### src/rtl/mpgpio_pkg.sv
`timescale 1ns/1ps
package mpgpio_pkg;

  localparam logic [31:0] OFS_DIR_SET = 32'h00;
  localparam logic [31:0] OFS_DIR_CLR = 32'h04;
  localparam logic [31:0] OFS_OUT_LO  = 32'h08;
  localparam logic [31:0] OFS_OUT_HI  = 32'h0C;
  localparam logic [31:0] OFS_IN_LVL  = 32'h10;

  typedef enum logic [2:0] {
    SEL_NONE,
    SEL_DIR_SET,
    SEL_DIR_CLR,
    SEL_OUT_LO,
    SEL_OUT_HI,
    SEL_IN_LVL
  } reg_sel_e;

  function automatic reg_sel_e decode_ofs(input logic [31:0] ofs);
    reg_sel_e s;
    case (ofs)
      OFS_DIR_SET: s = SEL_DIR_SET;
      OFS_DIR_CLR: s = SEL_DIR_CLR;
      OFS_OUT_LO:  s = SEL_OUT_LO;
      OFS_OUT_HI:  s = SEL_OUT_HI;
      OFS_IN_LVL:  s = SEL_IN_LVL;
      default:     s = SEL_NONE;
    endcase
    return s;
  endfunction

endpackage

### src/rtl/mpgpio_dir_reg.sv
`timescale 1ns/1ps
module mpgpio_dir_reg #(
  parameter int NPINS = 32
) (
  input  logic             clk,
  input  logic             rst_n,
  input  logic             set_en,
  input  logic             clr_en,
  input  logic [NPINS-1:0] bits,
  output logic [NPINS-1:0] dir_q
);

  logic [NPINS-1:0] dir_d;
  logic             dir_ce;

  // Next state: set then clear, only bits written as 1 are touched.
  always_comb begin
    dir_d = dir_q;
    if (set_en) dir_d = dir_d | bits;
    if (clr_en) dir_d = dir_d & ~bits;
  end

  assign dir_ce = set_en | clr_en;

  always_ff @(posedge clk or negedge rst_n) begin
    if (!rst_n) begin
      dir_q <= '0;
    end else if (dir_ce) begin
      dir_q <= dir_d;
    end
  end

endmodule

### src/rtl/mpgpio_out_half.sv
`timescale 1ns/1ps
module mpgpio_out_half #(
  parameter int HALF_W = 16
) (
  input  logic              clk,
  input  logic              rst_n,
  input  logic              wr_en,
  input  logic [HALF_W-1:0] mask,
  input  logic [HALF_W-1:0] value,
  output logic [HALF_W-1:0] latch_q
);

  logic [HALF_W-1:0] latch_d;

  // Per-bit merge: masked bits take the new value, others hold.
  always_comb begin
    latch_d = (latch_q & ~mask) | (value & mask);
  end

  always_ff @(posedge clk or negedge rst_n) begin
    if (!rst_n) begin
      latch_q <= '0;
    end else if (wr_en) begin
      latch_q <= latch_d;
    end
  end

endmodule

### src/rtl/mpgpio_in_sync.sv
`timescale 1ns/1ps
module mpgpio_in_sync #(
  parameter int NPINS  = 32,
  parameter int STAGES = 2
) (
  input  logic             clk,
  input  logic             rst_n,
  input  logic [NPINS-1:0] async_in,
  output logic [NPINS-1:0] sync_out
);

  logic [NPINS-1:0] stage_q [STAGES];
  logic [NPINS-1:0] stage_d [STAGES];

  for (genvar s = 0; s < STAGES; s++) begin : g_stage
    if (s == 0) begin : g_first
      assign stage_d[s] = async_in;
    end else begin : g_next
      assign stage_d[s] = stage_q[s-1];
    end

    always_ff @(posedge clk or negedge rst_n) begin
      if (!rst_n) begin
        stage_q[s] <= '0;
      end else begin
        stage_q[s] <= stage_d[s];
      end
    end
  end

  assign sync_out = stage_q[STAGES-1];

endmodule

### src/rtl/mpgpio_port.sv
`timescale 1ns/1ps
module mpgpio_port #(
  parameter int NPINS       = 32,
  parameter int ADDR_W      = 8,
  parameter int DATA_W      = 32,
  parameter int SYNC_STAGES = 2
) (
  input  logic              clk,
  input  logic              rst_n,
  input  logic              bus_valid,
  input  logic              bus_write,
  input  logic [ADDR_W-1:0] bus_addr,
  input  logic [DATA_W-1:0] bus_wdata,
  output logic [DATA_W-1:0] bus_rdata,
  input  logic [NPINS-1:0]  pad_in,
  output logic [NPINS-1:0]  pad_oe,
  output logic [NPINS-1:0]  pad_out
);
  import mpgpio_pkg::*;

  localparam int HALF_W = NPINS / 2;
  localparam int NHALF  = 2;

  reg_sel_e         sel;
  logic             wr_acc;
  logic             rd_acc;
  logic [NPINS-1:0] dir_q;
  logic [NPINS-1:0] out_q;
  logic [NPINS-1:0] in_sync;
  logic [NHALF-1:0] wr_half;

  assign sel    = decode_ofs(32'(bus_addr));
  assign wr_acc = bus_valid & bus_write;
  assign rd_acc = bus_valid & ~bus_write;

  assign wr_half[0] = wr_acc & (sel == SEL_OUT_LO);
  assign wr_half[1] = wr_acc & (sel == SEL_OUT_HI);

  mpgpio_dir_reg #(.NPINS(NPINS)) u_dir (
    .clk    (clk),
    .rst_n  (rst_n),
    .set_en (wr_acc & (sel == SEL_DIR_SET)),
    .clr_en (wr_acc & (sel == SEL_DIR_CLR)),
    .bits   (bus_wdata[NPINS-1:0]),
    .dir_q  (dir_q)
  );

  for (genvar h = 0; h < NHALF; h++) begin : g_half
    mpgpio_out_half #(.HALF_W(HALF_W)) u_half (
      .clk     (clk),
      .rst_n   (rst_n),
      .wr_en   (wr_half[h]),
      .mask    (bus_wdata[2*HALF_W-1:HALF_W]),
      .value   (bus_wdata[HALF_W-1:0]),
      .latch_q (out_q[h*HALF_W +: HALF_W])
    );
  end

  mpgpio_in_sync #(.NPINS(NPINS), .STAGES(SYNC_STAGES)) u_sync (
    .clk      (clk),
    .rst_n    (rst_n),
    .async_in (pad_in),
    .sync_out (in_sync)
  );

  // Read mux: zero unless a read of a readable offset.
  always_comb begin
    bus_rdata = '0;
    if (rd_acc) begin
      case (sel)
        SEL_DIR_CLR: bus_rdata = DATA_W'(dir_q);
        SEL_OUT_LO:  bus_rdata = DATA_W'(out_q[HALF_W-1:0]);
        SEL_OUT_HI:  bus_rdata = DATA_W'(out_q[NPINS-1:HALF_W]);
        SEL_IN_LVL:  bus_rdata = DATA_W'(in_sync);
        default:     bus_rdata = '0;
      endcase
    end
  end

  assign pad_oe  = dir_q;
  assign pad_out = out_q;

endmodule

### config.mk
export PLATFORM = sky130hd
export DESIGN_NAME = mpgpio_port
export DESIGN_NICKNAME = d
export VERILOG_FILES = /design/src/rtl/mpgpio_pkg.sv /design/src/rtl/mpgpio_dir_reg.sv /design/src/rtl/mpgpio_out_half.sv /design/src/rtl/mpgpio_in_sync.sv /design/src/rtl/mpgpio_port.sv
export SDC_FILE = /design/constraint.sdc
export NUM_CORES = 1
export LEC_CHECK = 0
export BUFFER_PORTS_ARGS = -buffer_cell sky130_fd_sc_hd__buf_2
export CORE_UTILIZATION = 52
export CTS_BUF_LIST = sky130_fd_sc_hd__clkbuf_8
export DETAILED_ROUTE_END_ITERATION = 10
export GPL_TIMING_DRIVEN = 0
export PLACE_DENSITY_LB_ADDON = 0.15
export SYNTH_ARGS = -nofsm -noshare
export SYNTH_HDL_FRONTEND = slang
export SYNTH_HIERARCHICAL = 1
export SYNTH_SLANG_ARGS = --single-unit
### constraint.sdc
create_clock -name clk -period 1.4 [get_ports clk]
set_input_delay 0.07 -clock clk [delete_from_list [all_inputs] [get_ports clk]]
set_output_delay 0.07 -clock clk [all_outputs]
set_load 0.02 [all_outputs]
==> flow_metrics.env, run 1 <==
export IMPL_outcome="complete, but fails checks"
export IMPL_violations="negative setup slack"
export IMPL_clock_sinks=128
export IMPL_power_frac_seq=0.507
export IMPL_die_area_um2=10500
export IMPL_placed_cells=740
export IMPL_fin_tns_setup_ns=-1.88
export IMPL_r2r_cells=3
export IMPL_switching_share=0.261
export IMPL_critPathBufInv=1
export IMPL_power_switching_mw=2.00
export IMPL_die_h_um=102
export IMPL_worstPathCellList="mux2_4 > nand3_2 > a31oi_1 > buf_2"
export IMPL_viasPerCell=5.82
export IMPL_clockPowerShare=0.391
export IMPL_worst_slew_pin_slew_ns=0.550
export IMPL_clock_latency_ns=0.44
export IMPL_async_reset_ff_frac=1.00
export IMPL_routedWlPerCell_um=20.6
export IMPL_crit_path_end_kind="primary output"
export IMPL_drtPass1Iterations=5
export IMPL_crit_arrival_ns=1.47
export IMPL_wl_um=18200
export IMPL_topRoutingLayerUsed="met4"
export IMPL_power_mw=7.68
export IMPL_worst_path_max_fanout=3
export IMPL_wl_met1_um=6940
export IMPL_grt_pass1_vias=5023
export IMPL_layout_cells_non_filler=884
export IMPL_synth_seq_area_share=0.613
export IMPL_routed_via_count=5148
export IMPL_area_growth_pct=60.0
export IMPL_h_tree_depth=4
export IMPL_dpl_cell_area_um2=6340
export IMPL_yosysWarnings=6
export IMPL_drtIter0Drc=307
export IMPL_cts_root_buf="clkbuf_8"
export IMPL_fin_crit_sh=1.10
export IMPL_wl_met3_um=1620
export IMPL_p_int_mw=5.68
export IMPL_drc_errors=0
export IMPL_synth_nets=511
export IMPL_syn_cell_area_um2=5230
export IMPL_clk_pin_slew_ns=0.08
export IMPL_criticalPathCategory="reg -> out"
export IMPL_place_hpwl_um=10500
export IMPL_crit_family="flip-flops"
export IMPL_worst_path_stages=4
export IMPL_grt_total_usage=0.337
export IMPL_final_setup_viol_count=26
export IMPL_peakVddDrop_mv=0.740
export IMPL_gr_total_overflow=0
export IMPL_final_layout_size_suffix_gt1_frac=0.523
export IMPL_numCtsBuffers=17
export IMPL_slowest_stage="dfrtp_1"
export IMPL_synth_most_common_cell="dfrtp_1"
export IMPL_synth_common_cells="dfrtp_1, a21oi_1, nand3_1, nand2_1, nand4_1"
export IMPL_antennaDiodeCount=0
export IMPL_grt_antenna_before_repair=0
export IMPL_syn_avg_cell_area_um2=12.0
export IMPL_period_needed_ns=1.54
export IMPL_maxCapViolCount=0
export IMPL_nets=814
export IMPL_grt_pass1_wl_um=25600
export IMPL_final_area_um2=8360
export IMPL_crit_required_ns=1.33
export IMPL_relSlewSlack=0.633
export IMPL_final_util=0.855
export IMPL_synthTopCellsByArea="dfrtp_1, a21oi_1, mux2_2"
export IMPL_synthFlopType="dfrtp_1"
export IMPL_initial_core_util=0.535
export IMPL_die_w_um=102
export IMPL_rsz0062_at_grt="true"
export IMPL_rrSetupSlack_ns=0.39
export IMPL_p_leak_nw=3.99
export IMPL_worst_slack_ns=-0.145
export IMPL_grt_max_degree=72
export IMPL_combPwrFrac=0.102
export IMPL_cts_tree="built"
export IMPL_yosys_area_top_type="dfrtp_1"
export IMPL_cts_max_path_buffers=2
export IMPL_ant_nets=0
export IMPL_startpoint_type="flop"
export IMPL_met2_length_um=8910
export IMPL_synthCells=435
export IMPL_power_density_nw_per_um2=919
export IMPL_yosysTopAreaCellShare=0.613
export IMPL_min_path_type="in -> async"
export IMPL_synth_edf_count=0
export IMPL_final_hold_violation_count=0
export IMPL_yosysUniqueCellTypes=25
export IMPL_core_area_um2=9770
export IMPL_max_freq_mhz=647
export IMPL_skew_ns=0.00690
export IMPL_ioPinCount=172
export IMPL_crit_end="bus_rdata[5]"
export IMPL_portBuffers=171
export IMPL_synth_seq_cells=128
export IMPL_rows=36
export IMPL_slowest_delay_ns=0.40
export IMPL_drv_slew=0
export IMPL_gp_congestion=0.796
[how the worst min path moves through the flow]
stage	from	to	slack (ns)
floorplan	rst_n	async pin	-0.23
global placement	pad_in[10]	u_sync/stage_d[10]	0.18
detailed placement	rst_n	u_sync/sync_out[22]	0.07
CTS	rst_n	u_sync/sync_out[22]	0.17
global route	rst_n	u_sync/sync_out[22]	0.21
finish	rst_n	u_sync/sync_out[22]	0.15
[metrics by stage]
step                      setup WS (ns)  hold slack [ns]
after global placement            -1.32            0.177
after detailed placement         -0.874           0.0658
after global routing             -0.173            0.215
final                            -0.145            0.153
after floorplan                  -0.254           -0.226
after CTS                        -0.121            0.165
[layer usage]
metal | vias to the layer above | GRT usage
li1 | 2201 | -
met1 | 2533 | 0.441
met3 | 65 | 0.0698
met5 | - | 0
met4 | 0 | 0.174
met2 | 349 | 0.535
[final cells by class]
type | count | area [µm²]
fill | 513 | 1410
tap | 133 | 166
clock buffer | 19 | 262
buffer | 32 | 302
sequential | 128 | 3210
timing repair buffer | 285 | 2070
clock inverter | 13 | 114
inverter | 1 | 3.75
multi-input combinational | 273 | 2240
[kinds of logic (layout without fill, tap and decap cells)]
family	Yosys count	after routing	share of synthesized area
buffers and inverters	34	350	0.0393
AOI/OAI and AO/OA	98	98	0.0994
DFF	128	128	0.613
muxes	48	48	0.118
and+or+nand+nor	127	127	0.131
[placed cells by master (no fill, tap or decap), drive strengths merged]
cell         synthesis  layout
nor3b                1       1
nand4               32      32
nor2                 2       2
nor4b                2       2
buf                 23     243
nor4                 2       2
clkinv               0       6
clkbuf              10      28
inv                  1       2
nor3                 3       3
o2111ai              1       1
dlygate4sd3          0      65
a31oi               16      16
clkinvlp             0       5
a21oi               80      80
dfrtp              128     128
bufinv               0       1
nor2b                1       1
o21ba                1       1
nand3               48      48
nand2               35      35
mux2                48      48
and3                 1       1
[timing repair]
item                       in CTS  in global routing
resized for setup              55                111
hold endpoints to repair      153                  0
hold buffers                   65                  0
setup endpoints to repair      95                 56
pin swaps                      19                 20
cloned                          0                  2
setup buffers                  37                  9
[power groups by stage]
stage / clock network (mW) / registers (mW) / logic [mW]
floorplan: 0 / 3.99 / 0.135
global placement: 0 / 3.96 / 0.499
detailed placement: 0 / 3.96 / 0.521
CTS: 3.00 / 3.89 / 0.733
global route: 3.20 / 3.90 / 0.841
finish: 3.00 / 3.89 / 0.785
Power figures use the tool's default switching activity.
==> inputs of run 2 (changes only) <==
--- a/config.mk
+++ b/config.mk
@@ -6,6 +6,7 @@
 export NUM_CORES = 1
 export LEC_CHECK = 0
 export BUFFER_PORTS_ARGS = -buffer_cell sky130_fd_sc_hd__buf_2
+export CORE_ASPECT_RATIO = 1.75
 export CORE_UTILIZATION = 52
 export CTS_BUF_LIST = sky130_fd_sc_hd__clkbuf_8
 export DETAILED_ROUTE_END_ITERATION = 10
==> run 2 against run 1 <==
Compared with the run above: the flow still finishes with violations (negative setup slack); via count grew 3.3%; worst hold slack barely moved; first-iteration DRC count up 43%; power rose by 3.3%; die area is 0.15% higher; final area is 3.3% higher; clock skew up 0.0053 ns; worst setup slack worse by 0.083 ns; count of clock-buffer cells in the layout did not move; combinational power grew 6.1%; non-clock buffer count increased by 10; fmax decreased by 5.1%; critical endpoint is now bus_rdata[7]; largest power group unchanged.
==> flow_metrics.env, run 2 (synthesis results as in run 1) <==
export IMPL_outcome="complete, but fails checks"
export IMPL_violations="negative setup slack"
export IMPL_crit_arrival_ns=1.56
export IMPL_rows=48
export IMPL_clock_latency_ns=0.45
export IMPL_routedWlPerCell_um=22.9
export IMPL_antennaDiodeCount=0
export IMPL_worst_slew_pin_slew_ns=0.567
export IMPL_die_w_um=77.8
export IMPL_p_leak_nw=4.07
export IMPL_fin_crit_sh=1.16
export IMPL_area_growth_pct=65.3
export IMPL_grt_pass1_wl_um=26100
export IMPL_crit_start="bus_addr[7]"
export IMPL_drc_errors=0
export IMPL_layout_commonest_cell="buf_2"
export IMPL_period_needed_ns=1.63
export IMPL_final_area_um2=8640
export IMPL_rsz0062_at_grt="true"
export IMPL_worstPathCellList="buf_2 > nor2_4 > clkbuf_2 > nand4_1 > a31oi_4 > buf_6"
export IMPL_dpl_cell_area_um2=6330
export IMPL_peakVddDrop_mv=1.23
export IMPL_ioPinCount=172
export IMPL_viasPerCell=6.00
export IMPL_min_path_type="in -> async"
export IMPL_portBuffers=171
export IMPL_skew_ns=0.0122
export IMPL_final_layout_size_suffix_gt1_frac=0.536
export IMPL_slowest_delay_ns=0.32
export IMPL_wl_um=20300
export IMPL_gr_total_overflow=0
export IMPL_crit_family="simple AND/OR/NAND/NOR gates"
export IMPL_worst_path_max_fanout=10
export IMPL_criticalPathCategory="in -> out"
export IMPL_power_density_nw_per_um2=919
export IMPL_drtIter0Drc=440
export IMPL_routed_via_count=5318
export IMPL_core_area_um2=9790
export IMPL_worst_slack_ns=-0.228
export IMPL_place_hpwl_um=11100
export IMPL_grt_max_degree=70
export IMPL_slowest_stage="nand4_1"
export IMPL_numCtsBuffers=17
export IMPL_worst_path_stages=6
export IMPL_clock_sinks=128
export IMPL_die_area_um2=10500
export IMPL_startpoint_type="input port"
export IMPL_grt_total_usage=0.340
export IMPL_die_h_um=135
export IMPL_crit_end="bus_rdata[7]"
export IMPL_final_hold_violation_count=0
export IMPL_drv_slew=0
export IMPL_final_cell_mix="buf_2, dfrtp_1, buf_4"
export IMPL_relSlewSlack=0.622
export IMPL_initial_core_util=0.534
export IMPL_max_freq_mhz=614
export IMPL_rrSetupSlack_ns=0.36
export IMPL_grt_pass1_vias=5175
export IMPL_cts_max_path_buffers=2
export IMPL_h_tree_depth=4
export IMPL_crit_path_end_kind="primary output"
export IMPL_crit_required_ns=1.33
export IMPL_critPathBufInv=3
export IMPL_nets=824
export IMPL_gp_congestion=0.860
export IMPL_cts_root_buf="clkbuf_8"
export IMPL_drtPass1Iterations=5
export IMPL_cts_tree="built"
export IMPL_clk_pin_slew_ns=0.08
export IMPL_maxCapViolCount=0
export IMPL_final_util=0.882
export IMPL_ant_nets=0
export IMPL_grt_antenna_before_repair=0
export IMPL_r2r_cells=3
export IMPL_final_setup_viol_count=49
## run 2: cell types whose count changed in the layout (fill, tap and decap cells not counted), moves of 4 or more
cell / delta
nand3_2: +6
a21oi_2: -6
nand3_1: -8
buf_6: +15
a21oi_4: +6
buf_8: +4
mux2_2: -4
buf_4: -8
mux2_4: +4
## run 2: through the flow
stage	instances	hold WS (ns)	setup slack (ns)	total power, mW	setup TNS [ns]
floorplan	435	-0.226	-0.254	4.12	-5.83
global placement	731	0.177	-1.26	4.45	-204.14
detailed placement	732	0.0725	-0.793	4.49	-48.96
CTS	865	0.167	-0.145	7.82	-1.90
global route	886	0.191	-0.311	8.16	-5.40
finish	886	0.153	-0.228	7.94	-2.64
## run 2: area by class of cell
| cell class | count | area (µm²) |
|---|---|---|
| buffer | 31 | 297 |
| clock buffer | 19 | 262 |
| clock inverter | 13 | 139 |
| fill | 446 | 1150 |
| inverter | 1 | 3.75 |
| multi-input combinational | 273 | 2340 |
| sequential | 128 | 3200 |
| tap | 125 | 156 |
| timing repair buffer | 296 | 2230 |
## run 2: metal layers
| metal | global-route usage | wire length, µm |
|---|---|---|
| met4 | 0.239 | 1350 |
| met1 | 0.375 | 7060 |
| met2 | 0.574 | 10600 |
| met3 | 0.0770 | 1290 |
| met5 | 0 | 0 |
## run 2: how the worst min path moves through the flow
stage	endpoint	cells after the start	from
6_report	async pin	2	rst_n
5_1_grt	async pin	2	rst_n
4_1_cts	async pin	2	rst_n
3_5_place_dp	async pin	1	rst_n
3_3_place_gp	u_sync/stage_d[28]	1	pad_in[28]
2_1_floorplan	async pin	0	rst_n
## run 2: what timing repair did
action / 4_1_cts / 5_1_grt
hold buffers: 65 / 0
pin swaps: 16 / 23
endpoints found under the hold margin: 155 / 0
cloned: 0 / 5
setup buffers: 36 / 18
endpoints found under the setup margin: 95 / 64
resized for setup: 71 / 132
## run 2: worst reg2reg max path: stages, from the launching register on
cell	delay, ns
dfrtp_1	0.40
buf_4	0.14
buf_4	0.12
mux2_2	0.26
## run 2: report_power, final
part	switching [mW]	internal, mW
logic	0.452	0.381
registers	0.0680	3.83
clock network	1.54	1.67
==> inputs of run 3 (changes only) <==
--- a/config.mk
+++ b/config.mk
@@ -10,6 +10,7 @@
 export CORE_UTILIZATION = 52
 export CTS_BUF_LIST = sky130_fd_sc_hd__clkbuf_8
 export DETAILED_ROUTE_END_ITERATION = 10
+export GPL_ROUTABILITY_DRIVEN = 0
 export GPL_TIMING_DRIVEN = 0
 export PLACE_DENSITY_LB_ADDON = 0.15
 export SYNTH_ARGS = -nofsm -noshare
==> constraint.sdc (replaced) <==
create_clock -name clk -period 1.4 [get_ports clk]
set_input_delay 0.21 -clock clk [delete_from_list [all_inputs] [get_ports clk]]
set_output_delay 0.21 -clock clk [all_outputs]
set_load 0.02 [all_outputs]
==> run 3 against run 2 <==
Compared with the run above: the run ends with design-rule violations, negative setup slack left; worst setup slack got worse by 0.35 ns; power up 2.4%; clock power increased by 5%; largest cell class unchanged; critical path type is now reg -> out.
==> flow_metrics.env, run 3 (synthesis results as in run 1) <==
export IMPL_worst_path_stages=4
export IMPL_slowest_delay_ns=0.40
export IMPL_die_h_um=135
export IMPL_routedWlPerCell_um=26.5
export IMPL_cts_root_buf="clkbuf_8"
export IMPL_grt_antenna_before_repair=0
export IMPL_min_path_type="in -> reg"
export IMPL_detailedPlace_worstSlack_ns=-0.901
export IMPL_placed_cells=732
export IMPL_outcome="complete, but fails checks"
export IMPL_worstPathCellList="mux2_2 > nand3_1 > a31oi_4 > buf_6"
export IMPL_grt_max_degree=84
export IMPL_portBuffers=171
export IMPL_drtIter0Drc=729
export IMPL_final_setup_viol_count=73
export IMPL_clk_pin_slew_ns=0.08
export IMPL_crit_path_end_kind="primary output"
export IMPL_power_density_nw_per_um2=919
export IMPL_nets=794
export IMPL_final_hold_violation_count=0
export IMPL_final_layout_size_suffix_gt1_frac=0.573
export IMPL_slowest_stage="dfrtp_1"
export IMPL_grt_pass1_wl_um=30200
export IMPL_worst_slew_pin_slew_ns=0.476
export IMPL_cts_tree="built"
export IMPL_layout_cells_non_filler=856
export IMPL_startpoint_type="flop"
export IMPL_topRoutingLayerUsed="met4"
export IMPL_grt_pass1_vias=5467
export IMPL_h_tree_depth=4
export IMPL_ant_nets=0
export IMPL_p_leak_nw=4.19
export IMPL_rows=48
export IMPL_viasPerCell=6.44
export IMPL_rrSetupSlack_ns=0.34
export IMPL_holdWs_ns=0.0517
export IMPL_r2r_cells=3
export IMPL_max_freq_mhz=505
export IMPL_drv_slew=0
export IMPL_wl_um=22700
export IMPL_clock_latency_ns=0.45
export IMPL_peakVddDrop_mv=1.36
export IMPL_relSlewSlack=0.683
export IMPL_cts_max_path_buffers=2
export IMPL_wl_met3_um=2100
export IMPL_routed_via_count=5512
export IMPL_fin_crit_sh=1.41
export IMPL_rsz0062_at_grt="true"
export IMPL_clock_sinks=128
export IMPL_core_area_um2=9790
export IMPL_layout_commonest_cell="buf_2"
export IMPL_maxCapViolCount=0
export IMPL_met2_length_um=11200
export IMPL_antennaDiodeCount=0
export IMPL_ioPinCount=172
export IMPL_die_area_um2=10500
export IMPL_crit_arrival_ns=1.77
export IMPL_wl_met1_um=7060
export IMPL_violations="design-rule violations, negative setup slack"
export IMPL_crit_end="bus_rdata[8]"
export IMPL_drc_errors=1
export IMPL_period_needed_ns=1.98
export IMPL_place_hpwl_um=11400
export IMPL_gr_total_overflow=0
export IMPL_area_growth_pct=69.1
export IMPL_die_w_um=77.8
export IMPL_drtPass1Iterations=10
export IMPL_fin_tns_setup_ns=-17.12
export IMPL_final_cell_mix="buf_2, dfrtp_1, a21oi_1"
export IMPL_grt_total_usage=0.399
export IMPL_fillers=373
export IMPL_crit_family="flip-flops"
export IMPL_criticalPathCategory="reg -> out"
export IMPL_crit_required_ns=1.19
export IMPL_skew_ns=0.00608
export IMPL_worst_path_max_fanout=3
export IMPL_critPathBufInv=1
export IMPL_initial_core_util=0.534
export IMPL_numCtsBuffers=17
export IMPL_worst_slack_ns=-0.579
run 3: changes by cell type in the layout (fill, tap and decap cells not counted), moves of 4 or more:
cell	change
buf_6	+4
a31oi_1	-9
nand3_2	-5
nand2_4	+23
nand2_2	-4
mux2_2	+9
buf_12	+8
buf_2	-11
a31oi_4	+9
mux2_4	-9
nand2_1	-20
dlygate4sd3_1	-15
nand3_1	+5
buf_4	-19
run 3: layer usage:
metal	vias up	global-route usage
li1	2165	-
met1	2671	0.401
met2	492	0.684
met3	184	0.107
met4	0	0.322
met5	-	0
run 3: worst min path at each step:
stage	start	end	cells after the start
2_1_floorplan	rst_n	async pin	0
3_3_place_gp	pad_in[31]	u_sync/stage_d[31]	1
3_5_place_dp	rst_n	async pin	1
4_1_cts	bus_wdata[31]	u_dir/dir_q[31]	2
5_1_grt	bus_wdata[29]	u_dir/dir_q[29]	2
6_report	bus_wdata[29]	u_dir/dir_q[29]	2
run 3: what timing repair did:
action,in CTS,in global routing
pin swaps,13,20
endpoints found under the hold margin,94,0
hold buffers,50,0
gates cloned,6,1
gates resized for setup,172,51
buffers inserted,29,7
endpoints found under the setup margin,75,95
run 3: power by group:
| part | switching, mW | internal [mW] | total, mW |
|---|---|---|---|
| registers | 0.0813 | 3.83 | 3.91 |
| clock network | 1.59 | 1.78 | 3.37 |
| logic | 0.482 | 0.359 | 0.841 |
run 3: through the flow:
step                      total power [mW]  utilization  cell area, µm²
after CTS                             7.98        0.876            8570
final                                 8.12        0.903            8840
after global routing                  8.34        0.903            8840
after detailed placement              4.50        0.681            6670
after floorplan                       4.13            -            5630
after global placement                4.46        0.678            6640
run 3: layout make-up:
type,count,area (µm²),share of cell area
Buffer,33,368,0.0416
Clock buffer,17,234,0.0265
Clock inverter,15,184,0.0208
Inverter,1,3.75,0.000425
Multi-Input combinational cell,273,2610,0.295
Sequential cell,128,3200,0.363
Tap cell,125,156,0.0177
Timing Repair Buffer,264,2080,0.235
